<file path="src/rtl/umb_pkg.sv">
`timescale 1ns/1ps
package umb_pkg;
  localparam int BYTE_W = 8;

  // host addresses
  localparam logic [2:0] HA_DATA = 3'd0;
  localparam logic [2:0] HA_IER  = 3'd1;
  localparam logic [2:0] HA_ID   = 3'd2;
  localparam logic [2:0] HA_LCR  = 3'd3;
  localparam logic [2:0] HA_LSR  = 3'd5;
  localparam logic [2:0] HA_SCR  = 3'd7;

  // MPU low-byte offsets
  localparam logic [7:0] MA_DATA   = 8'hF0;
  localparam logic [7:0] MA_SHADOW = 8'hF1;
  localparam logic [7:0] MA_RXLD   = 8'hF2;
  localparam logic [7:0] MA_TXLD   = 8'hF3;
  localparam logic [7:0] MA_TCTL   = 8'hF4;
  localparam logic [7:0] MA_PEND   = 8'hF5;
  localparam logic [7:0] MA_MIEN   = 8'hF6;
  localparam logic [7:0] MA_DLL    = 8'hF7;
  localparam logic [7:0] MA_DLM    = 8'hF8;
  localparam logic [7:0] MA_SCR    = 8'hF9;
  localparam logic [7:0] MA_LCR    = 8'hFA;
  localparam logic [7:0] MA_FCR    = 8'hE9;

  // identification codes, received data outranks transmit-empty
  localparam logic [7:0] ID_NONE = 8'h01;
  localparam logic [7:0] ID_THRE = 8'h02;
  localparam logic [7:0] ID_RXAV = 8'h04;

  localparam int N_TMR  = 2;
  localparam int TMR_RX = 0;
  localparam int TMR_TX = 1;

  typedef struct packed {
    logic [1:0] trig;
    logic       wrote;
    logic       ovr;
    logic [3:0] ctl;
  } fcr_view_t;
endpackage

</file>
<file path="src/rtl/umb_delay_timer.sv">
`timescale 1ns/1ps
module umb_delay_timer #(
  parameter int TW = 8
) (
  input  logic          clk,
  input  logic          rst_n,
  input  logic          trig,
  input  logic          en,
  input  logic [TW-1:0] load,
  output logic          fire
);
  localparam logic [TW-1:0] ONE = TW'(1);

  logic [TW-1:0] cnt;
  logic          run;
  logic          armed;

  assign armed = en && (load != '0);

  always_ff @(posedge clk or negedge rst_n) begin
    if (!rst_n) begin
      cnt <= '0;
      run <= 1'b0;
    end else if (trig) begin
      run <= armed;
      cnt <= load;
    end else if (run) begin
      cnt <= cnt - ONE;
      if (cnt == ONE) run <= 1'b0;
    end
  end

  // immediate on an unarmed trigger, otherwise on the last count
  always_comb begin
    if (trig) fire = !armed;
    else      fire = run && (cnt == ONE);
  end
endmodule

</file>
<file path="src/rtl/umb_host_regs.sv">
`timescale 1ns/1ps
module umb_host_regs
  import umb_pkg::*;
(
  input  logic              clk,
  input  logic              rst_n,
  input  logic [2:0]        h_addr,
  input  logic              h_rd,
  input  logic              h_wr,
  input  logic [BYTE_W-1:0] h_wdata,
  output logic [BYTE_W-1:0] h_rdata,
  output logic              irq,
  input  logic [BYTE_W-1:0] rbr_q,
  input  logic              dr,
  input  logic [3:0]        err,
  input  logic              thre,
  output logic [BYTE_W-1:0] lcr_q,
  output logic [BYTE_W-1:0] dll_q,
  output logic [BYTE_W-1:0] dlm_q,
  output logic [BYTE_W-1:0] scr_q,
  output logic [5:0]        fcr_q,
  output logic              thr_wr,
  output logic              rbr_rd,
  output logic              lsr_rd,
  output logic              fcr_wr
);
  logic [3:0]        ier_q;
  logic              dlab;
  logic [BYTE_W-1:0] id_code;

  assign dlab   = lcr_q[7];
  assign thr_wr = h_wr && (h_addr == HA_DATA) && !dlab;
  assign rbr_rd = h_rd && (h_addr == HA_DATA) && !dlab;
  assign lsr_rd = h_rd && (h_addr == HA_LSR);
  assign fcr_wr = h_wr && (h_addr == HA_ID);

  always_comb begin
    if (dr && ier_q[0])        id_code = ID_RXAV;
    else if (thre && ier_q[1]) id_code = ID_THRE;
    else                       id_code = ID_NONE;
  end
  assign irq = !id_code[0];

  always_ff @(posedge clk or negedge rst_n) begin
    if (!rst_n) begin
      ier_q <= '0;
      lcr_q <= '0;
      dll_q <= '0;
      dlm_q <= '0;
      scr_q <= '0;
      fcr_q <= '0;
    end else if (h_wr) begin
      case (h_addr)
        HA_DATA: if (dlab) dll_q <= h_wdata;
        HA_IER: begin
          if (dlab) dlm_q <= h_wdata;
          else      ier_q <= h_wdata[3:0];
        end
        HA_ID:  fcr_q <= {h_wdata[7:6], h_wdata[3:0]};
        HA_LCR: lcr_q <= h_wdata;
        HA_SCR: scr_q <= h_wdata;
        default: ;
      endcase
    end
  end

  always_comb begin
    case (h_addr)
      HA_DATA: h_rdata = dlab ? dll_q : rbr_q;
      HA_IER:  h_rdata = dlab ? dlm_q : {4'b0, ier_q};
      HA_ID:   h_rdata = id_code;
      HA_LCR:  h_rdata = lcr_q;
      HA_LSR:  h_rdata = {1'b0, thre, thre, err, dr};
      HA_SCR:  h_rdata = scr_q;
      default: h_rdata = '0;
    endcase
  end
endmodule

</file>
<file path="src/rtl/umb_mpu_regs.sv">
`timescale 1ns/1ps
module umb_mpu_regs
  import umb_pkg::*;
#(
  parameter int AW = 8,
  parameter int TW = 8
) (
  input  logic              clk,
  input  logic              rst_n,
  input  logic [AW-1:0]     m_addr,
  input  logic              m_rd,
  input  logic              m_wr,
  input  logic [BYTE_W-1:0] m_wdata,
  output logic [BYTE_W-1:0] m_rdata,
  input  logic [BYTE_W-1:0] thr_q,
  input  fcr_view_t         fcr_view,
  input  logic              pend,
  input  logic [BYTE_W-1:0] dll_q,
  input  logic [BYTE_W-1:0] dlm_q,
  input  logic [BYTE_W-1:0] scr_q,
  input  logic [BYTE_W-1:0] lcr_q,
  output logic [3:0]        shadow_q,
  output logic [TW-1:0]     rx_ld,
  output logic [TW-1:0]     tx_ld,
  output logic              rx_en,
  output logic              tx_en,
  output logic              mien,
  output logic              rbr_wr,
  output logic              thr_rd,
  output logic              fcr_rd
);
  logic [7:0] lo;

  assign lo     = m_addr[7:0];
  assign rbr_wr = m_wr && (lo == MA_DATA);
  assign thr_rd = m_rd && (lo == MA_DATA);
  assign fcr_rd = m_rd && (lo == MA_FCR);

  always_ff @(posedge clk or negedge rst_n) begin
    if (!rst_n) begin
      shadow_q <= '0;
      rx_ld    <= '0;
      tx_ld    <= '0;
      rx_en    <= 1'b0;
      tx_en    <= 1'b0;
      mien     <= 1'b0;
    end else if (m_wr) begin
      case (lo)
        MA_SHADOW: shadow_q <= m_wdata[4:1];
        MA_RXLD:   rx_ld    <= m_wdata[TW-1:0];
        MA_TXLD:   tx_ld    <= m_wdata[TW-1:0];
        MA_TCTL: begin
          rx_en <= m_wdata[0];
          tx_en <= m_wdata[1];
        end
        MA_MIEN:   mien     <= m_wdata[0];
        default: ;
      endcase
    end
  end

  always_comb begin
    case (lo)
      MA_DATA:   m_rdata = thr_q;
      MA_SHADOW: m_rdata = {3'b0, shadow_q, 1'b0};
      MA_RXLD:   m_rdata = BYTE_W'(rx_ld);
      MA_TXLD:   m_rdata = BYTE_W'(tx_ld);
      MA_TCTL:   m_rdata = {6'b0, tx_en, rx_en};
      MA_PEND:   m_rdata = {7'b0, pend};
      MA_MIEN:   m_rdata = {7'b0, mien};
      MA_DLL:    m_rdata = dll_q;
      MA_DLM:    m_rdata = dlm_q;
      MA_SCR:    m_rdata = scr_q;
      MA_LCR:    m_rdata = lcr_q;
      MA_FCR:    m_rdata = fcr_view;
      default:   m_rdata = '0;
    endcase
  end
endmodule

</file>
<file path="src/rtl/uart_mirror_bridge.sv">
`timescale 1ns/1ps
module uart_mirror_bridge
  import umb_pkg::*;
#(
  parameter int MPU_AW = 8,
  parameter int TMR_W  = 8
) (
  input  logic              clk,
  input  logic              rst_n,
  input  logic [2:0]        h_addr,
  input  logic              h_rd,
  input  logic              h_wr,
  input  logic [7:0]        h_wdata,
  output logic [7:0]        h_rdata,
  output logic              h_irq,
  input  logic [MPU_AW-1:0] m_addr,
  input  logic              m_rd,
  input  logic              m_wr,
  input  logic [7:0]        m_wdata,
  output logic [7:0]        m_rdata,
  output logic              m_irq
);
  logic [BYTE_W-1:0] rbr_q, thr_q;
  logic              dr, thre, pend, fwr, ovr;
  logic [3:0]        err_q;

  logic [BYTE_W-1:0] lcr_q, dll_q, dlm_q, scr_q;
  logic [5:0]        fcr_q;
  logic              thr_wr, rbr_rd, lsr_rd, fcr_wr;

  logic [3:0]        shadow_q;
  logic [TMR_W-1:0]  rx_ld, tx_ld;
  logic              rx_en, tx_en, mien;
  logic              rbr_wr, thr_rd, fcr_rd;

  fcr_view_t         fcr_view;

  logic [N_TMR-1:0]  t_trig, t_en, t_fire;
  logic [TMR_W-1:0]  t_load [N_TMR];

  assign fcr_view = '{trig: fcr_q[5:4], wrote: fwr, ovr: ovr, ctl: fcr_q[3:0]};

  umb_host_regs u_host (
    .clk(clk), .rst_n(rst_n),
    .h_addr(h_addr), .h_rd(h_rd), .h_wr(h_wr), .h_wdata(h_wdata),
    .h_rdata(h_rdata), .irq(h_irq),
    .rbr_q(rbr_q), .dr(dr), .err(err_q), .thre(thre),
    .lcr_q(lcr_q), .dll_q(dll_q), .dlm_q(dlm_q), .scr_q(scr_q), .fcr_q(fcr_q),
    .thr_wr(thr_wr), .rbr_rd(rbr_rd), .lsr_rd(lsr_rd), .fcr_wr(fcr_wr)
  );

  umb_mpu_regs #(.AW(MPU_AW), .TW(TMR_W)) u_mpu (
    .clk(clk), .rst_n(rst_n),
    .m_addr(m_addr), .m_rd(m_rd), .m_wr(m_wr), .m_wdata(m_wdata),
    .m_rdata(m_rdata),
    .thr_q(thr_q), .fcr_view(fcr_view), .pend(pend),
    .dll_q(dll_q), .dlm_q(dlm_q), .scr_q(scr_q), .lcr_q(lcr_q),
    .shadow_q(shadow_q), .rx_ld(rx_ld), .tx_ld(tx_ld),
    .rx_en(rx_en), .tx_en(tx_en), .mien(mien),
    .rbr_wr(rbr_wr), .thr_rd(thr_rd), .fcr_rd(fcr_rd)
  );

  // one delay channel per flag path
  assign t_trig[TMR_RX] = rbr_wr;
  assign t_en[TMR_RX]   = rx_en;
  assign t_load[TMR_RX] = rx_ld;
  assign t_trig[TMR_TX] = thr_rd;
  assign t_en[TMR_TX]   = tx_en;
  assign t_load[TMR_TX] = tx_ld;

  for (genvar g = 0; g < N_TMR; g++) begin : g_tmr
    umb_delay_timer #(.TW(TMR_W)) u_tmr (
      .clk(clk), .rst_n(rst_n),
      .trig(t_trig[g]), .en(t_en[g]), .load(t_load[g]),
      .fire(t_fire[g])
    );
  end

  // receive path: a set beats a host clear
  always_ff @(posedge clk or negedge rst_n) begin
    if (!rst_n) begin
      rbr_q <= '0;
      dr    <= 1'b0;
      err_q <= '0;
    end else begin
      if (rbr_wr) rbr_q <= m_wdata;
      if (t_fire[TMR_RX]) dr <= 1'b1;
      else if (rbr_rd)    dr <= 1'b0;
      if (rbr_wr)         err_q <= shadow_q;
      else if (lsr_rd)    err_q <= '0;
    end
  end

  // transmit path: a fresh host byte beats the MPU's collection
  always_ff @(posedge clk or negedge rst_n) begin
    if (!rst_n) begin
      thr_q <= '0;
      thre  <= 1'b1;
      pend  <= 1'b0;
      ovr   <= 1'b0;
      fwr   <= 1'b0;
    end else begin
      if (thr_wr) thr_q <= h_wdata;
      if (thr_wr)              thre <= 1'b0;
      else if (t_fire[TMR_TX]) thre <= 1'b1;
      if (thr_wr)      pend <= 1'b1;
      else if (thr_rd) pend <= 1'b0;
      if (thr_wr && !thre) ovr <= 1'b1;
      else if (fcr_rd)     ovr <= 1'b0;
      if (fcr_wr)      fwr <= 1'b1;
      else if (fcr_rd) fwr <= 1'b0;
    end
  end

  assign m_irq = pend && mien;
endmodule

</file>
<file path="config.mk">
export PLATFORM = sky130hd
export DESIGN_NAME = uart_mirror_bridge
export DESIGN_NICKNAME = d
export VERILOG_FILES = /design/src/rtl/umb_pkg.sv /design/src/rtl/umb_delay_timer.sv /design/src/rtl/umb_host_regs.sv /design/src/rtl/umb_mpu_regs.sv /design/src/rtl/uart_mirror_bridge.sv
export SDC_FILE = /design/constraint.sdc
export NUM_CORES = 1
export LEC_CHECK = 0
export CORE_MARGIN = 2
export CORE_UTILIZATION = 45
export CTS_CLUSTER_DIAMETER = 80
export DETAILED_ROUTE_END_ITERATION = 10
export GPL_ROUTABILITY_DRIVEN = 1
export PLACE_DENSITY = 0.65
export SLEW_MARGIN = 10
export SYNTH_ARGS = -nofsm -noshare
export SYNTH_HDL_FRONTEND = slang
export SYNTH_SLANG_ARGS = --single-unit
export TNS_END_PERCENT = 50
</file>
<file path="constraint.sdc">
create_clock -name clk -period 3.83 [get_ports clk]
set_clock_uncertainty 0.15 [all_clocks]
set_input_delay 1.149 -clock clk [delete_from_list [all_inputs] [get_ports clk]]
set_output_delay 1.149 -clock clk [all_outputs]
set_load 0.05 [all_outputs]
</file>
Word-level counts from Yosys, hierarchy flattened:

Index checks and enable logic that the tools add are counted.

* register bits after elaboration: 108
* latch bits: 0
* bits in writable memories: 0
* memory bits (read-only): 0
* input bits: 33
* memories kept: 0

* $add $sub $neg: 2
* multipliers: 0
* div/mod/pow operators: 0
* $lt $le $gt $ge: 0
* equality and inequality tests: 19
* shifts and indexed selects: 0
* mux-type cells: 29
* bitwise gates (word level): 1
* reduce and logical (&&, ||, !) cells: 44

Operators with widths (number)
* equality test 8 bit (second input constant): 12
* one-hot mux 8 bit (12 select lines): 1
* two-way mux 8 bit: 6
* one-hot mux 8 bit (6 select lines): 1
* logical AND 1 bit: 17
* two-way mux 1 bit: 17
* equality test 8 x 1 -> 1 bit (second input constant): 2
* AND reduction 2 bit: 8
* nonzero test 2 bit: 8
* nonzero test 8 bit: 2
* subtractor 8 x 1 -> 8 bit (second input constant): 2
* AND reduction 3 bit: 3
* two-way mux 4 bit: 2
* equality test 3 x 2 -> 1 bit (second input constant): 2
* equality test 3 bit (second input constant): 2
* logical NOT 1 bit: 5
* equality test 3 x 1 -> 1 bit (second input constant): 1
* logical NOT 3 bit: 1
* two-way mux 3 bit: 1
* two-way mux 2 bit: 1
* NOT 1 bit: 1

Depth between registers and ports, before layout:

* word-level depth: 6
* mapped depth: 7
* depth with buffers taken out: 6

Modules after synthesis:

From an unflattened synthesis, not the netlist that was laid out.

* cells, all modules: 507
* area total of the unflattened synthesis: 5916.9 µm²

Modules (own cells, without submodules)
* umb_host_regs: times used 1, cells each 167, area an instance 2202.1 µm²
* umb_mpu_regs: times used 1, cells each 161, area an instance 1677.9 µm²
* umb_delay_timer: times used 2, cells each 60, area an instance 541.8 µm²
* uart_mirror_bridge: times used 1, cells each 59, area an instance 953.4 µm²

Worst setup path after synthesis:

Ideal clock, no wire load.

* kind: input -> output
* start: input h_addr[0]
* end: output h_rdata[5]
* arrival: 3.074 ns
* path slack: -0.543 ns
* stages: 5
* cells stage by stage: buf_2 > buf_2 > clkbuf_1 > o21ai_0 > a21boi_0

* longest elaborated chain between the ends: 2
* elaborated cells between the ends (all ways): 7
* those cells by class: eq/ne (5); mux (1); reduce/logical (1)

Ends and longest elaborated chain
* start: declaration: line uart_mirror_bridge.sv:10 `input logic [2:0] h_addr,`
* equality test 3 bit, or another cell as far along: line umb_host_regs.sv:68 `case (h_addr)`
* one-hot mux 8 bit (6 select lines) *: line umb_host_regs.sv:68
* end: declaration: line uart_mirror_bridge.sv:14 `output logic [7:0] h_rdata,`

Every way passes the cells marked *; elsewhere a longest branch is shown, timed or not.

Worst setup path after layout:

* start: input m_addr[4]
* end: output m_rdata[6]

* longest elaborated chain between the ends: 2
* elaborated cells between the ends (all ways): 13
* those cells by class: eq/ne (12); mux (1)

Ends and longest elaborated chain
* start: declaration: line uart_mirror_bridge.sv:16 `input logic [MPU_AW-1:0] m_addr,`
* equality test 8 bit: line umb_mpu_regs.sv:63 `case (lo)`
* one-hot mux 8 bit (12 select lines) *: line umb_mpu_regs.sv:63
* end: declaration: line uart_mirror_bridge.sv:20 `output logic [7:0] m_rdata,`

Marked as above.

==> results by group <==
Global routing
  • Met2 usage: 0.411
  • GRT overflow: 0
  • Global-route met3 utilization: 0.0479
  • Initial antenna violation count: 0
  • Met1 Usage GRT: 0.343
  • First-pass GRT wire length: 25700 microns
  • Largest net degree at the start of global routing: 71
  • GRT Resource Usage Total: 0.254
  • Busiest layer in global routing: met2
  • Vias in the first global route: 4781

Critical path
  • CP peak stage delay: 0.25 ns
  • CP required: 2.53 ns
  • Setup crit end kind: output port
  • Worst Path Max Fanout: 4
  • CP cell instances: dlygate4sd2_1, and4_4, buf_6, nand2_1, buf_4, nor3_1, a211o_1, buf_12
  • Worst EP arrival: 2.54 ns
  • Worst path depth: 8
  • Setup crit start kind: primary input
  • Slowest CP cell: and4_4
  • FF-to-FF path depth: 3
  • Crit path kind: primary input to output port
  • Worst path top cell family by delay: buffers and inverters
  • Crit path buffers/inverters: 4

Power
  • PD cells: 414 nW/um^2
  • P_leak: 3.42 nW
  • VDD IR max: 0.363 mV
  • Overall power: 3.17 mW

Timing
  • RSZ-0062 raised after global routing: true
  • Max-slew violations: 0
  • Final Cycle Share: 1.00
  • Min Hold Slack: 0.338 ns
  • Worst Max-Slew Pin Slew: 0.679 ns
  • Final hold vios: 0
  • Max Clk Rate: 261 MHz
  • Minimum clock period: 3.83 ns
  • Final setup viols: 1
  • Worst rel slew slack: 0.548
  • Setup ws final: -0.00464 ns

Synth
  • Mux cell area share after synthesis: 0.218
  • Predominant post-synthesis flop cell: dfrtp_1
  • Syn_nets: 561
  • Syn Std Cell Area: 5760 sq um
  • Syn_area_per_cell: 11.0 sq um
  • Area share of fa/ha/maj cells after synthesis: 0.00869
  • Number of synthesis warnings: 0
  • Compound-Gate Fraction of Synth Area: 0.0947
  • Simple-Gate Fraction of Synth Area: 0.155
  • Yosys reg bits: 108
  • Main combinational cell family by area after synthesis: multiplexers
  • Largest area contributor in the netlist: dfrtp_1
  • Asr flop ratio synth: 1.00
  • Xor/xnor cell area share of the yosys netlist: 0.0213
  • Register area share after synthesis: 0.469
  • Cells after Synth: 524
  • Top post-synthesis cells by area: dfrtp_1 (46%), mux2_2 (14%), nand2_1 (4.0%), mux2i_1 (3.3%), mux2_4 (2.1%)
  • Top-area cell type share of the netlist area: 0.465
  • Yosys cell types: 66
  • EDFF count, synth: 0

Route
  • Routed wire length: 16200 microns
  • Drt first pass iters: 5
  • DR WL/cell: 20.2 microns
  • Drt via density: 5.77
  • Detailed Route Iter0 Violations: 367
  • # DRC: 0
  • Routed vias: 4644
  • DRT antenna net count: 0

Floorplanning
  • Initial Util: 0.458
  • Die Y: 117 microns
  • Die width: 117 microns
  • Ports: 51
  • Standard-cell rows: 41
  • Die ar.: 13700 sq um
  • CORE AREA: 12600 sq um

Layout
  • Fin area: 7660 sq um
  • Share of layout cells above drive strength 1: 0.373
  • Commonest non-fill, non-tap cell in the layout: dfrtp_1
  • Commonest cells after routing, fill and taps aside: dfrtp_1 (107), mux2_2 (74), nand2_1 (60), buf_4 (60), nor2_1 (27)
  • Area growth syn-to-layout: 33.0%
  • End-of-flow core utilization: 0.609
  • Nets@finish: 666
  • Antenna Cells: 0

Placed design
  • Pre-CTS setup slack: -0.369 ns
  • DP Wirelength: 11500 microns
  • Placer Congestion: 0.912
  • Port buffer count: 50
  • Placed cell area: 6990 sq um

Clocking
  • CTS Sinks: 108
  • Worst-path clk slew: 0.07 ns
  • Worst-skew pair later-pin latency: 0.35 ns
  • Max Root-Sink Buffers: 2
  • Cts bufs inserted: 9
  • CTS tree: built
  • H-tree depth reported by CTS: 3
  • CTS root buffer: clkbuf_16

Outcome
  • Status: complete, but fails checks
  • Failing checks: negative setup slack

Flow run
  • Max-capacitance violation count: 0

Hold path
  • Worst hold path type: register to register
  • Hold Crit Depth: 1
-- final timing paths --
path                                                   from                     endpoint  slack [ns]
max in group asynchronous                             rst_n             thre$_DFFE_PN1P_        2.12
worst min-delay path                        fwr$_DFFE_PN0P_              fwr$_DFFE_PN0P_        0.34
worst min register to register              fwr$_DFFE_PN0P_              fwr$_DFFE_PN0P_        0.34
worst max register to register  u_host.lcr_q[7]$_DFFE_PN0P_  u_host.dlm_q[3]$_DFFE_PN0P_        1.37
min in group asynchronous                             rst_n   u_mpu.rx_ld[4]$_DFFE_PN0P_        0.62
worst max-delay path                              m_addr[4]                   m_rdata[6]      -0.005
-- report_power, final --
group	total, mW	internal [mW]	switching (mW)
Clock	1.00	0.588	0.414
Sequential	1.50	1.32	0.178
Combinational	0.672	0.381	0.291
-- state kept, by name (all words and copies together), names as in the netlist, 2 cells and up --
register	count
g_tmr.u_tmr.cnt	16
u_host.dlm_q	8
u_mpu.tx_ld	8
u_host.fcr_q	6
u_host.ier_q	4
rbr_q	8
u_mpu.shadow_q	4
u_mpu.rx_ld	8
err_q	4
u_host.dll_q	8
g_tmr.u_tmr.run	2
thr_q	8
u_host.lcr_q	8
u_host.scr_q	8
-- stage by stage --
stage          cells  TNS [ns]
2_1_floorplan    524     -1.07
3_3_place_gp     774     -4.10
3_5_place_dp     774     -4.40
4_1_cts          805         0
5_1_grt          805   -0.0483
6_report         805  -0.00464
-- worst register-to-register path, cell delays in order (launching register included) --
cell and delay [ns]:
dfrtp_1 0.78, inv_2 0.14, or4_1 0.86, mux2_4 0.41
-- final cells by class --
cell class	instances	area [sq um]
Tap cell	172	215
Clock buffer	11	243
Clock inverter	4	73.8
Fill cell	1012	4910
Timing Repair Buffer	127	1380
Sequential cell	108	2700
Multi-Input combinational cell	376	3010
Inverter	7	26.3
-- repair_timing --
item	4_1_cts	5_1_grt
gates resized for setup	56	15
cloned	2	0
buffers inserted	15	0
pin swaps	11	6
endpoints found under the setup margin	16	9
hold buffers	0	0
-- cells in the mapped netlist (3+ instances only) --
library cell	number
a211o_1	3
a21boi_0	4
a21oi_1	20
a22oi_1	10
a31oi_1	3
and2_1	5
buf_2	18
clkbuf_1	11
dfrtp_1	107
ha_1	4
inv_1	6
mux2_2	74
mux2_4	8
mux2i_1	19
mux4_2	5
nand2_1	61
nand3_1	17
nand4_1	6
nand4_2	3
nand4b_1	4
nor2_1	28
nor2b_1	6
nor3_1	8
nor4_1	6
o211ai_1	3
o21ai_0	18
o2bb2ai_1	4
or4_1	5
xnor2_1	10
xor2_1	4
-- logic make-up after synthesis --
| family | Yosys count |
|---|---|
| flip-flops | 108 |
| AND/OR/NAND/NOR | 169 |
| buffers and inverters | 40 |
| multiplexers | 106 |
| AO/OA/AOI/OAI | 83 |
| adder cells (fa/ha/maj) | 4 |
| XOR/XNOR | 14 |
-- metal layers --
| metal | vias to the layer above | wire length [microns] |
|---|---|---|
| met3 | 33 | 823 |
| met5 | - | 0 |
| li1 | 2126 | - |
| met2 | 138 | 7870 |
| met1 | 2347 | 7080 |
| met4 | 0 | 468 |
(Power assumes the default switching activity.)
